===== src/rtl/btb_pkg.sv =====
package btb_pkg;
  typedef enum logic [1:0] {
    EDGE_RISE  = 2'd0,
    EDGE_FALL  = 2'd1,
    EDGE_BOTH  = 2'd2,
    EDGE_BOTH2 = 2'd3
  } edge_mode_e;
endpackage


===== src/rtl/btb_edge_qual.sv =====
module btb_edge_qual #(
  parameter int SYNC_STAGES = 2
) (
  input  logic       clk_i,
  input  logic       rst_ni,
  input  logic       pin_i,
  input  logic [1:0] edge_sel_i,
  output logic       pulse_o
);
  import btb_pkg::*;

  logic [SYNC_STAGES-1:0] sync_q;
  logic                   prev_q;
  logic                   cur;
  edge_mode_e             mode;

  for (genvar i = 0; i < SYNC_STAGES; i++) begin : g_sync
    always_ff @(posedge clk_i) begin
      if (!rst_ni)     sync_q[i] <= 1'b0;
      else if (i == 0) sync_q[i] <= pin_i;
      else             sync_q[i] <= sync_q[(i == 0) ? 0 : i-1];
    end
  end

  assign cur = sync_q[SYNC_STAGES-1];

  always_ff @(posedge clk_i) begin
    if (!rst_ni) prev_q <= 1'b0;
    else         prev_q <= cur;
  end

  always_comb begin
    mode = edge_mode_e'(edge_sel_i);
    unique case (mode)
      EDGE_RISE: pulse_o = cur & ~prev_q;
      EDGE_FALL: pulse_o = ~cur & prev_q;
      default:   pulse_o = cur ^ prev_q;
    endcase
  end
endmodule


===== src/rtl/btb_count_core.sv =====
module btb_count_core #(
  parameter int CNT_W = 24
) (
  input  logic             clk_i,
  input  logic             rst_ni,
  input  logic             en_i,
  input  logic             tick_i,
  input  logic             updown_i,
  input  logic             wr_i,
  input  logic [CNT_W-1:0] wr_data_i,
  input  logic             clr_i,
  output logic [CNT_W-1:0] count_o,
  output logic             dir_down_o,
  output logic             flag_o
);
  localparam logic [CNT_W-1:0] ONE    = CNT_W'(1);
  localparam logic [CNT_W-1:0] TWO    = CNT_W'(2);
  localparam logic [CNT_W-1:0] ALL_1S = {CNT_W{1'b1}};

  logic [CNT_W-1:0] cnt_q, cnt_d, ceil_q, ceil_d, stage_q, stage_d;
  logic             dir_q, dir_d, flag_q, flag_d, boundary;

  always_comb begin
    cnt_d    = cnt_q;
    dir_d    = dir_q;
    ceil_d   = ceil_q;
    stage_d  = wr_i ? wr_data_i : stage_q;
    boundary = 1'b0;
    if (!en_i) begin
      ceil_d = stage_d;
    end else begin
      if (tick_i) begin
        if (updown_i && dir_q) begin
          cnt_d = cnt_q - ONE;
        end else if (cnt_q == ceil_q) begin
          cnt_d = updown_i ? (cnt_q - ONE) : ONE;
          if (updown_i) dir_d = 1'b1;
        end else if (cnt_q == ALL_1S) begin
          cnt_d = ONE;
        end else begin
          cnt_d = cnt_q + ONE;
        end
        boundary = (cnt_d == ONE);
      end
      if (boundary) begin
        dir_d  = 1'b0;
        ceil_d = stage_q;
      end
      if (!updown_i) dir_d = 1'b0;
    end
    if (boundary)   flag_d = 1'b1;
    else if (clr_i) flag_d = 1'b0;
    else            flag_d = flag_q;
  end

  always_ff @(posedge clk_i) begin
    if (!rst_ni) begin
      cnt_q   <= ONE;
      dir_q   <= 1'b0;
      flag_q  <= 1'b0;
      ceil_q  <= TWO;
      stage_q <= TWO;
    end else begin
      cnt_q   <= cnt_d;
      dir_q   <= dir_d;
      flag_q  <= flag_d;
      ceil_q  <= ceil_d;
      stage_q <= stage_d;
    end
  end

  assign count_o    = cnt_q;
  assign dir_down_o = dir_q;
  assign flag_o     = flag_q;
endmodule


===== src/rtl/btb_top.sv =====
module btb_top #(
  parameter int CNT_W       = 24,
  parameter int SYNC_STAGES = 2
) (
  input  logic             clk_i,
  input  logic             rst_ni,
  input  logic             mode_en_i,
  input  logic             updown_i,
  input  logic             ext_clk_sel_i,
  input  logic             ext_pin_i,
  input  logic [1:0]       edge_sel_i,
  input  logic             buf_wr_i,
  input  logic [CNT_W-1:0] buf_data_i,
  input  logic             flag_clr_i,
  output logic [CNT_W-1:0] count_o,
  output logic             flag_o,
  output logic             dir_down_o
);
  logic pin_pulse, tick;

  btb_edge_qual #(.SYNC_STAGES(SYNC_STAGES)) u_edge (
    .clk_i      (clk_i),
    .rst_ni     (rst_ni),
    .pin_i      (ext_pin_i),
    .edge_sel_i (edge_sel_i),
    .pulse_o    (pin_pulse)
  );

  assign tick = ext_clk_sel_i ? pin_pulse : 1'b1;

  btb_count_core #(.CNT_W(CNT_W)) u_core (
    .clk_i      (clk_i),
    .rst_ni     (rst_ni),
    .en_i       (mode_en_i),
    .tick_i     (tick),
    .updown_i   (updown_i),
    .wr_i       (buf_wr_i),
    .wr_data_i  (buf_data_i),
    .clr_i      (flag_clr_i),
    .count_o    (count_o),
    .dir_down_o (dir_down_o),
    .flag_o     (flag_o)
  );
endmodule


===== config.mk =====
export PLATFORM = sky130hd
export DESIGN_NAME = btb_top
export DESIGN_NICKNAME = d
export VERILOG_FILES = /design/src/rtl/btb_pkg.sv /design/src/rtl/btb_edge_qual.sv /design/src/rtl/btb_count_core.sv /design/src/rtl/btb_top.sv
export SDC_FILE = /design/constraint.sdc
export NUM_CORES = 1
export LEC_CHECK = 0
export ABC_AREA = 1
export ABC_CLOCK_PERIOD_IN_PS = 2100
export CAP_MARGIN = 0
export CORE_MARGIN = 2
export CORE_UTILIZATION = 52
export CTS_CLUSTER_DIAMETER = 40
export DETAILED_ROUTE_END_ITERATION = 8
export GPL_ROUTABILITY_DRIVEN = 0
export GPL_TIMING_DRIVEN = 0
export HOLD_SLACK_MARGIN = 0.03
export PLACE_DENSITY_LB_ADDON = 0.08
export SLEW_MARGIN = 20
export SYNTH_ARGS = -nofsm -noshare
export SYNTH_HDL_FRONTEND = slang
export SYNTH_HIERARCHICAL = 1
export SYNTH_SLANG_ARGS = --single-unit

===== constraint.sdc =====
create_clock -name clk_i -period 2.1 [get_ports clk_i]
set_input_delay 0.315 -clock clk_i [delete_from_list [all_inputs] [get_ports clk_i]]
set_output_delay 0.315 -clock clk_i [all_outputs]
set_load 0.005 [all_outputs]

==> results.md, run 1 <==
* Area growth from synthesis to layout at 33.3%
* Yosys reg bits at 77
* WS Path Type: register to register
* Cell Rows at 36
* Status: finished with violations
* Via count at 6,016
* IO Count at 60
* Register area share after synthesis at 29.5%
* Root Driver: clkbuf_8
* Crit path max-delay family: simple AND/OR/NAND/NOR gates
* Main synth FF type: dfxtp_1
* Slowest cell on crit path: dfxtp_1
* Via density at 5.53
* CTS H-Tree Depth at 3
* CTS tree: yes
* PnR worst setup slack at -0.649 ns
* Peak VDD IR at 0.516 mV
* Num CTS Buffers at 9
* CTS Sinks at between 70 and 80
* Relative slew slack at 49.2%
* Final clock skew at 0.0126 ns
* Port Buf Inserts at 57
* Max_cap viols at 0
* Final hold viol count at 0
* Cts hold-fix bufs at 0
* EDFF count, synth at 0
* Switching share of total power at 32.4%
* Pint at around 0.0027 W
* Buf/Inv on CP at 3
* Period minus WS final at approximately 2.7 ns
* CP Max Fanout at 7
* Total negative setup slack at -16.10 ns
* Largest net degree at the start of global routing at 15
* # setup viols final at 28
* Mapped cell area at between 5000 and 6000 um2
* Fin crit share at 131%
* Avg WL per Cell at 15.4 um
* Critical path arrival at about 3.0 ns
* Initial core utilization at between 50% and 60%
* Die area at 10,900 um2
* Worst-Skew Late Latency at ~0.36 ns
* Unrepaired setup endpoints after global routing: true
* Power Dens Cells at 578 nW/um2
* Routed Antenna Nets at 0
* Die Wd at roughly 100 um
* FF-to-FF Start: u_core/ceil_q[0]
* Setup crit start kind: register
* Initial antenna violation count at 0
* # placed instances at between 1,000 and 1,500
* CP peak stage delay at 0.45 ns
* CP dominant cell by count: nand2_1
* Post-synth cell types at 31
* Drt first pass iters at 9
* CORE AREA at 9770 um2
* DRT iter0 DRCs at 583
* Vias in the first global route at 5,501
* Layout Cells excl Fill at 1,087
* Clock-pin slew on the worst setup and hold paths at 0.08 ns
* Switch Pwr at 0.00131 W
* Leak Pwr at roughly 3.2 nW
* Failing checks: negative setup slack
* DRC errors left at 0
* Async SR Flop Fraction at 0%
* Antenna diode count at 0
* Clock power share at 32.8%
* Synth Area per Inst at between 6 and 7 um2
* Dpl ws at -0.835 ns
* Fmax at ~0.36 GHz
* Syn nets at 872
* Pwr Total at just over 0.004 W
* Combinational share of power at 26.3%
* Sequential power share at between 40% and 50%
* Cells after synthesis at ~830
* Final hold slack at 0.373 ns
* Worst-Margin Slew at 0.761 ns
* Final Max Slew Viols at 0
* Min-delay src: buf_wr_i
* Grt total ovfl at 0
* Tot GR Track Use at 29.7%
* Die Y at 104 um
* Crit. Startpoint: u_core/ceil_q[0]
* Yosys warns at 6
* Worst path cell trace: inv_1, nand2_1, nand2_1, nor2_2, nand2_2, nor2_4, nand3_4, buf_4, o21ai_4, nand2_1, nand2_1, nor2_1, nand3_1, nor2_2, nand2_4, nand2_8, buf_6, nand2_1, a21oi_2
* First-pass GRT wire length at 26.0 mm
* CTS Buffer Depth at 2
* HP Class: input pin to register
* Layout cells sized above 1 at between 20 and 25%
* Data required, critical path at 2.32 ns
* Crit path capture type: register
* Hpwl dp at 11.5 mm
* Final nets at 987
* DRT Wirelength at 16.7 mm
-- repair_timing --
action                     4_1_cts  5_1_grt
setup endpoints to repair       40       60
pin swaps                       23       29
setup buffers                   26       19
resized for setup               58       58
gates cloned                     3        2
-- path summary, 6_finish.rpt --
check / endpoint / slack [ns] / cells past startpoint
worst min register to register: u_edge/cur / 0.42 / 2
worst max register to register: u_core/ceil_q[17] / -0.65 / 19
worst max-delay path: u_core/ceil_q[17] / -0.65 / 19
worst min-delay path: u_core/stage_q[23] / 0.37 / 3
-- power groups by stage --
| stage | Clock, W | Sequential [W] | Combinational, W |
|---|---|---|---|
| floorplan | 0 | 0.00165 | 0.000606 |
| global placement | 0 | 0.00166 | 0.000868 |
| detailed placement | 0 | 0.00167 | 0.000887 |
| CTS | 0.00134 | 0.00164 | 0.000954 |
| global route | 0.00140 | 0.00166 | 0.00115 |
| finish | 0.00132 | 0.00165 | 0.00106 |
-- area by class of cell --
type,count,area [um2]
Fill cell,808,2810
Sequential cell,77,1600
Inverter,115,445
Timing Repair Buffer,106,987
Buffer,43,299
Clock buffer,10,138
Multi-Input combinational cell,597,3240
Clock inverter,6,92.6
Tap cell,133,166
-- cell usage after synthesis, types with 4 or more instances --
| cell type | number | area (um2) |
|---|---|---|
| a21oi_1 | 45 | 225 |
| buf_1 | 6 | 22.5 |
| buf_2 | 4 | 20.0 |
| buf_4 | 11 | 82.6 |
| buf_6 | 5 | 56.3 |
| clkbuf_1 | 20 | 75.1 |
| dfxtp_1 | 77 | 1540 |
| ha_1 | 4 | 50.1 |
| inv_1 | 99 | 372 |
| inv_2 | 13 | 48.8 |
| mux2i_1 | 18 | 180 |
| nand2_1 | 222 | 833 |
| nand3_1 | 71 | 355 |
| nand4_1 | 24 | 150 |
| nor2_1 | 92 | 345 |
| nor2_2 | 6 | 37.5 |
| nor3_1 | 6 | 30.0 |
| o211ai_1 | 7 | 52.6 |
| o21ai_0 | 47 | 235 |
| xor2_1 | 40 | 350 |
-- layout by cell type (no fill, tap or decap), types with 4 or more instances in the layout --
cell type,n
a21oi_1,37
a21oi_2,8
buf_1,6
buf_4,42
buf_6,21
clkbuf_1,15
clkbuf_2,4
clkbuf_8,10
clkdlybuf4s50_1,57
dfxtp_1,51
dfxtp_2,17
dfxtp_4,9
inv_1,91
inv_2,16
inv_4,5
mux2i_1,18
nand2_1,209
nand2_2,11
nand2_4,4
nand3_1,69
nand4_1,24
nor2_1,79
nor2_2,10
nor2_4,10
nor3_1,5
o211ai_1,7
o21ai_0,44
xor2_1,40
-- through the flow --
step                      area (um2)  util [%]
after CTS                       6650      68.0
final                           6960      71.2
after detailed placement        6050      61.9
after floorplan                 5320         -
after global routing            6960      71.2
after global placement          6050      61.9
-- worst register-to-register path, delay by kind of cell (launching register included) --
kind                   cells  cell delay, ns
flip-flops                 1            0.45
buffers and inverters      3            0.43
AND/OR/NAND/NOR           14            1.51
AO/OA/AOI/OAI              2            0.24
-- sequential cells by signal, indices dropped and copies added, names as in the netlist --
| signal | count |
|---|---|
| u_edge/prev_q | 1 |
| u_core/flag_o | 1 |
| u_core/count_o | 24 |
| u_core/stage_q | 24 |
| u_core/ceil_q | 24 |
| u_core/dir_down_o | 1 |
| u_edge/sync_q | 1 |
| u_edge/cur | 1 |
-- cell families (layout without fill, tap and decap cells) --
logic type               count (synthesis)  in the layout  share of synthesized area (%)
multiplexers                            18             18                           3.45
adder cells (fa/ha/maj)                  4              4                          0.958
AND/OR/NAND/NOR                        434            435                           36.2
buffers and inverters                  161            280                           13.2
flip-flops                              77             77                           29.5
AO/OA/AOI/OAI                          100            100                           9.99
XOR/XNOR                                40             40                           6.71
-- metal layers --
metal	wire (um)	part of all wire (%)	vias up	track usage [%]
met2	7780	46	350	49.7
met1	6390	38	2680	35.6
met3	1610	9.6	108	7.08
met5	0	0	-	0
met4	959	5.7	0	15.0
li1	-	-	2878	-
(Power assumes the default switching activity.)
==> run 2, diff against run 1 <==
--- a/config.mk
+++ b/config.mk
@@ -11,11 +11,12 @@
 export CORE_MARGIN = 2
 export CORE_UTILIZATION = 52
 export CTS_CLUSTER_DIAMETER = 40
+export CTS_CLUSTER_SIZE = 28
 export DETAILED_ROUTE_END_ITERATION = 8
 export GPL_ROUTABILITY_DRIVEN = 0
 export GPL_TIMING_DRIVEN = 0
 export HOLD_SLACK_MARGIN = 0.03
-export PLACE_DENSITY_LB_ADDON = 0.08
+export PLACE_DENSITY = 0.8
 export SLEW_MARGIN = 20
 export SYNTH_ARGS = -nofsm -noshare
 export SYNTH_HDL_FRONTEND = slang
==> results.md, run 2 (synthesized netlist as in run 1, its figures left out) <==
* Worst path cell trace: buf_6, buf_4, buf_4, nand2_1, nand3b_1, o21ai_0, nand2_1, nand4_1, nand2_1, inv_1, nand2_1, nor2_1, nand2_2, nor2_4, nand2_4, buf_12, nor2_4, nand2_2, nand3_2
* Largest net degree at the start of global routing at 14 (-1)
* Via density at 5.36 (-3.2%)
* # setup viols final at 26 (-7.1%)
* Final Cell Area at 6990 um2 (+0.41%)
* Tot GR Track Use at 28.2% (-1.6 points)
* Pint at 0.00243 W (-10%)
* First-pass GRT wire length at 24.7 mm (-5.1%)
* CP Max Fanout at 5 (-2)
* Num CTS Buffers at 9 (unchanged)
* Via count at 5,793 (-3.7%)
* Antenna diode count at 0 (unchanged)
* PnR worst setup slack at -0.623 ns (+0.0260 ns)
* Metal3 WL at 1.31 mm (-19%)
* Peak VDD IR at 0.369 mV (-29%)
* Max_cap viols at 0 (unchanged)
* CP peak stage delay at 0.34 ns (-0.11 ns)
* DRC errors left at 0 (unchanged)
* Drt first pass iters at 5 (-4)
* DRT Wirelength at 16.0 mm (-4.2%)
* Cell Rows at 36 (unchanged)
* Period minus WS final at 2.72 ns (-0.0260 ns)
* Area growth from synthesis to layout at 33.8%
* Cts hold-fix bufs at 0 (unchanged)
* Setup crit start kind: register
* Worst-Skew Late Latency at 0.38 ns (+0.02 ns)
* Final hold slack at 0.374 ns (+0.000572 ns)
* Clock-pin slew on the worst setup and hold paths at 0.08 ns (about the same)
* CTS H-Tree Depth at 3 (unchanged)
* CP dominant cell by count: nand2_1
* Fin crit share at 130% (-1.2 points)
* HP Class: input pin to register
* Final hold viol count at 0 (unchanged)
* Grt total ovfl at 0 (unchanged)
* WS Path Type: register to register
* Switch Pwr at 0.00127 W (-2.9%)
* Relative slew slack at 49.7% (+0.45 points)
* Routed Antenna Nets at 0 (unchanged)
* Combinational share of power at 28.3% (+2.0 points)
* Most frequent cells in the layout: 194 x nand2_1, 90 x inv_1, 78 x nor2_1
* Die area at 10,900 um2 (unchanged)
* Status: finished with violations
* DP Area at 6050 um2 (unchanged)
* Hpwl dp at 10.8 mm (-5.6%)
* DRT iter0 DRCs at 548 (-6.0%)
* Final core occ at 71.5% (+0.29 points)
* Pwr Total at 0.00370 W (-8.0%)
* Commonest non-fill, non-tap cell in the layout: nand2_1
* CTS tree: yes
* Initial antenna violation count at 0 (unchanged)
* Root Driver: clkbuf_8
* Sequential power share at 44.6% (+3.7 points)
* Die Y at 104 um (unchanged)
* Met2 wire length at 7.54 mm (-3.0%)
* CORE AREA at 9770 um2 (unchanged)
* Fmax at 0.367 GHz (+0.96%)
* Met1 wire length at 6.50 mm (+1.8%)
* Slowest cell on crit path: dfxtp_2
* CTS Buffer Depth at 2 (unchanged)
* Final Max Slew Viols at 0 (unchanged)
* IO Count at 60 (unchanged)
* DR top layer: met4
* Avg WL per Cell at 14.8 um (-3.7%)
* Initial core utilization at 53.4% (unchanged)
* Vias in the first global route at 5,151 (-6.4%)
* Data required, critical path at 2.41 ns (+0.09 ns)
* Crit path capture type: register
* Layout cells sized above 1 at 22.2% (+2.0 points)
* Final nets at 982 (-0.51%)
* Leak Pwr at 3.21 nW (-0.50%)
* Port Buf Inserts at 57 (unchanged)
* Critical path arrival at 3.03 ns (+0.06 ns)
* Clock power share at 27.2% (-5.6 points)
* Switching share of total power at 34.3% (+1.8 points)
* Unrepaired setup endpoints after global routing: true
* Die Wd at 104 um (unchanged)
* CTS Sinks at 77 (unchanged)
* Final clock skew at 0.0168 ns (+0.00414 ns)
* Failing checks: negative setup slack
* Power Dens Cells at 529 nW/um2 (-8.4%)
* Worst-Margin Slew at 0.755 ns (-0.00670 ns)
-- run 2: changes by cell type in the layout (fill, tap and decap cells not counted), moves of 5 or more --
cell	previous run	this run
buf_12	1	6
nand2_2	11	27
buf_4	42	34
nand3_2	2	8
nand3_1	69	62
nand2_1	209	194
-- run 2: worst paths after layout --
path	from	end	slack (ns)	cells after the start
max	u_core/count_o[8]	u_core/ceil_q[1]	-0.62	19
min	buf_wr_i	u_core/stage_q[23]	0.37	3
max reg2reg	u_core/count_o[8]	u_core/ceil_q[1]	-0.62	19
min reg2reg	u_edge/sync_q[0]	u_edge/cur	0.41	2
-- run 2: timing repair --
action / CTS / global route
setup buffers: 22 / 19
cloned: 3 / 1
pin swaps: 30 / 27
setup endpoints to repair: 38 / 49
gates resized for setup: 64 / 77
-- run 2: final cells by class --
class | instances | area, um2
buffer | 43 | 298
sequential | 77 | 1590
clock inverter | 6 | 40.0
multi-input combinational | 596 | 3320
inverter | 115 | 442
tap | 133 | 166
timing repair buffer | 102 | 1010
fill | 786 | 2780
clock buffer | 9 | 124
-- run 2: critical path: cells and delay by family, from the launching register on --
kind                   cells  cell delay [ns]
DFF                        1             0.34
and+or+nand+nor           13             1.47
AOI/OAI and AO/OA          1             0.26
buffers and inverters      5             0.58
-- run 2: power groups by stage --
| stage | Sequential (W) | Combinational [W] | Clock [W] |
|---|---|---|---|
| finish | 0.00165 | 0.00105 | 0.00100 |
| detailed placement | 0.00167 | 0.000878 | 0 |
| global route | 0.00166 | 0.00115 | 0.00108 |
| global placement | 0.00166 | 0.000867 | 0 |
| CTS | 0.00165 | 0.000941 | 0.00102 |
| floorplan | 0.00165 | 0.000606 | 0 |
-- run 2: per-layer routing --
| layer | global-route usage [%] | up-vias |
|---|---|---|
| met3 | 3.45 | 64 |
| met1 | 35.3 | 2595 |
| met5 | 0 | - |
| li1 | - | 2868 |
| met4 | 14.8 | 0 |
| met2 | 47.3 | 266 |
-- run 2: through the flow --
stage	setup slack [ns]	cells	TNS, ns
after global placement	-0.761	1024	-27.07
final	-0.623	1081	-15.25
after CTS	-0.490	1061	-12.00
after global routing	-0.757	1081	-18.67
after floorplan	-0.101	834	-2.12
after detailed placement	-0.776	1024	-28.79
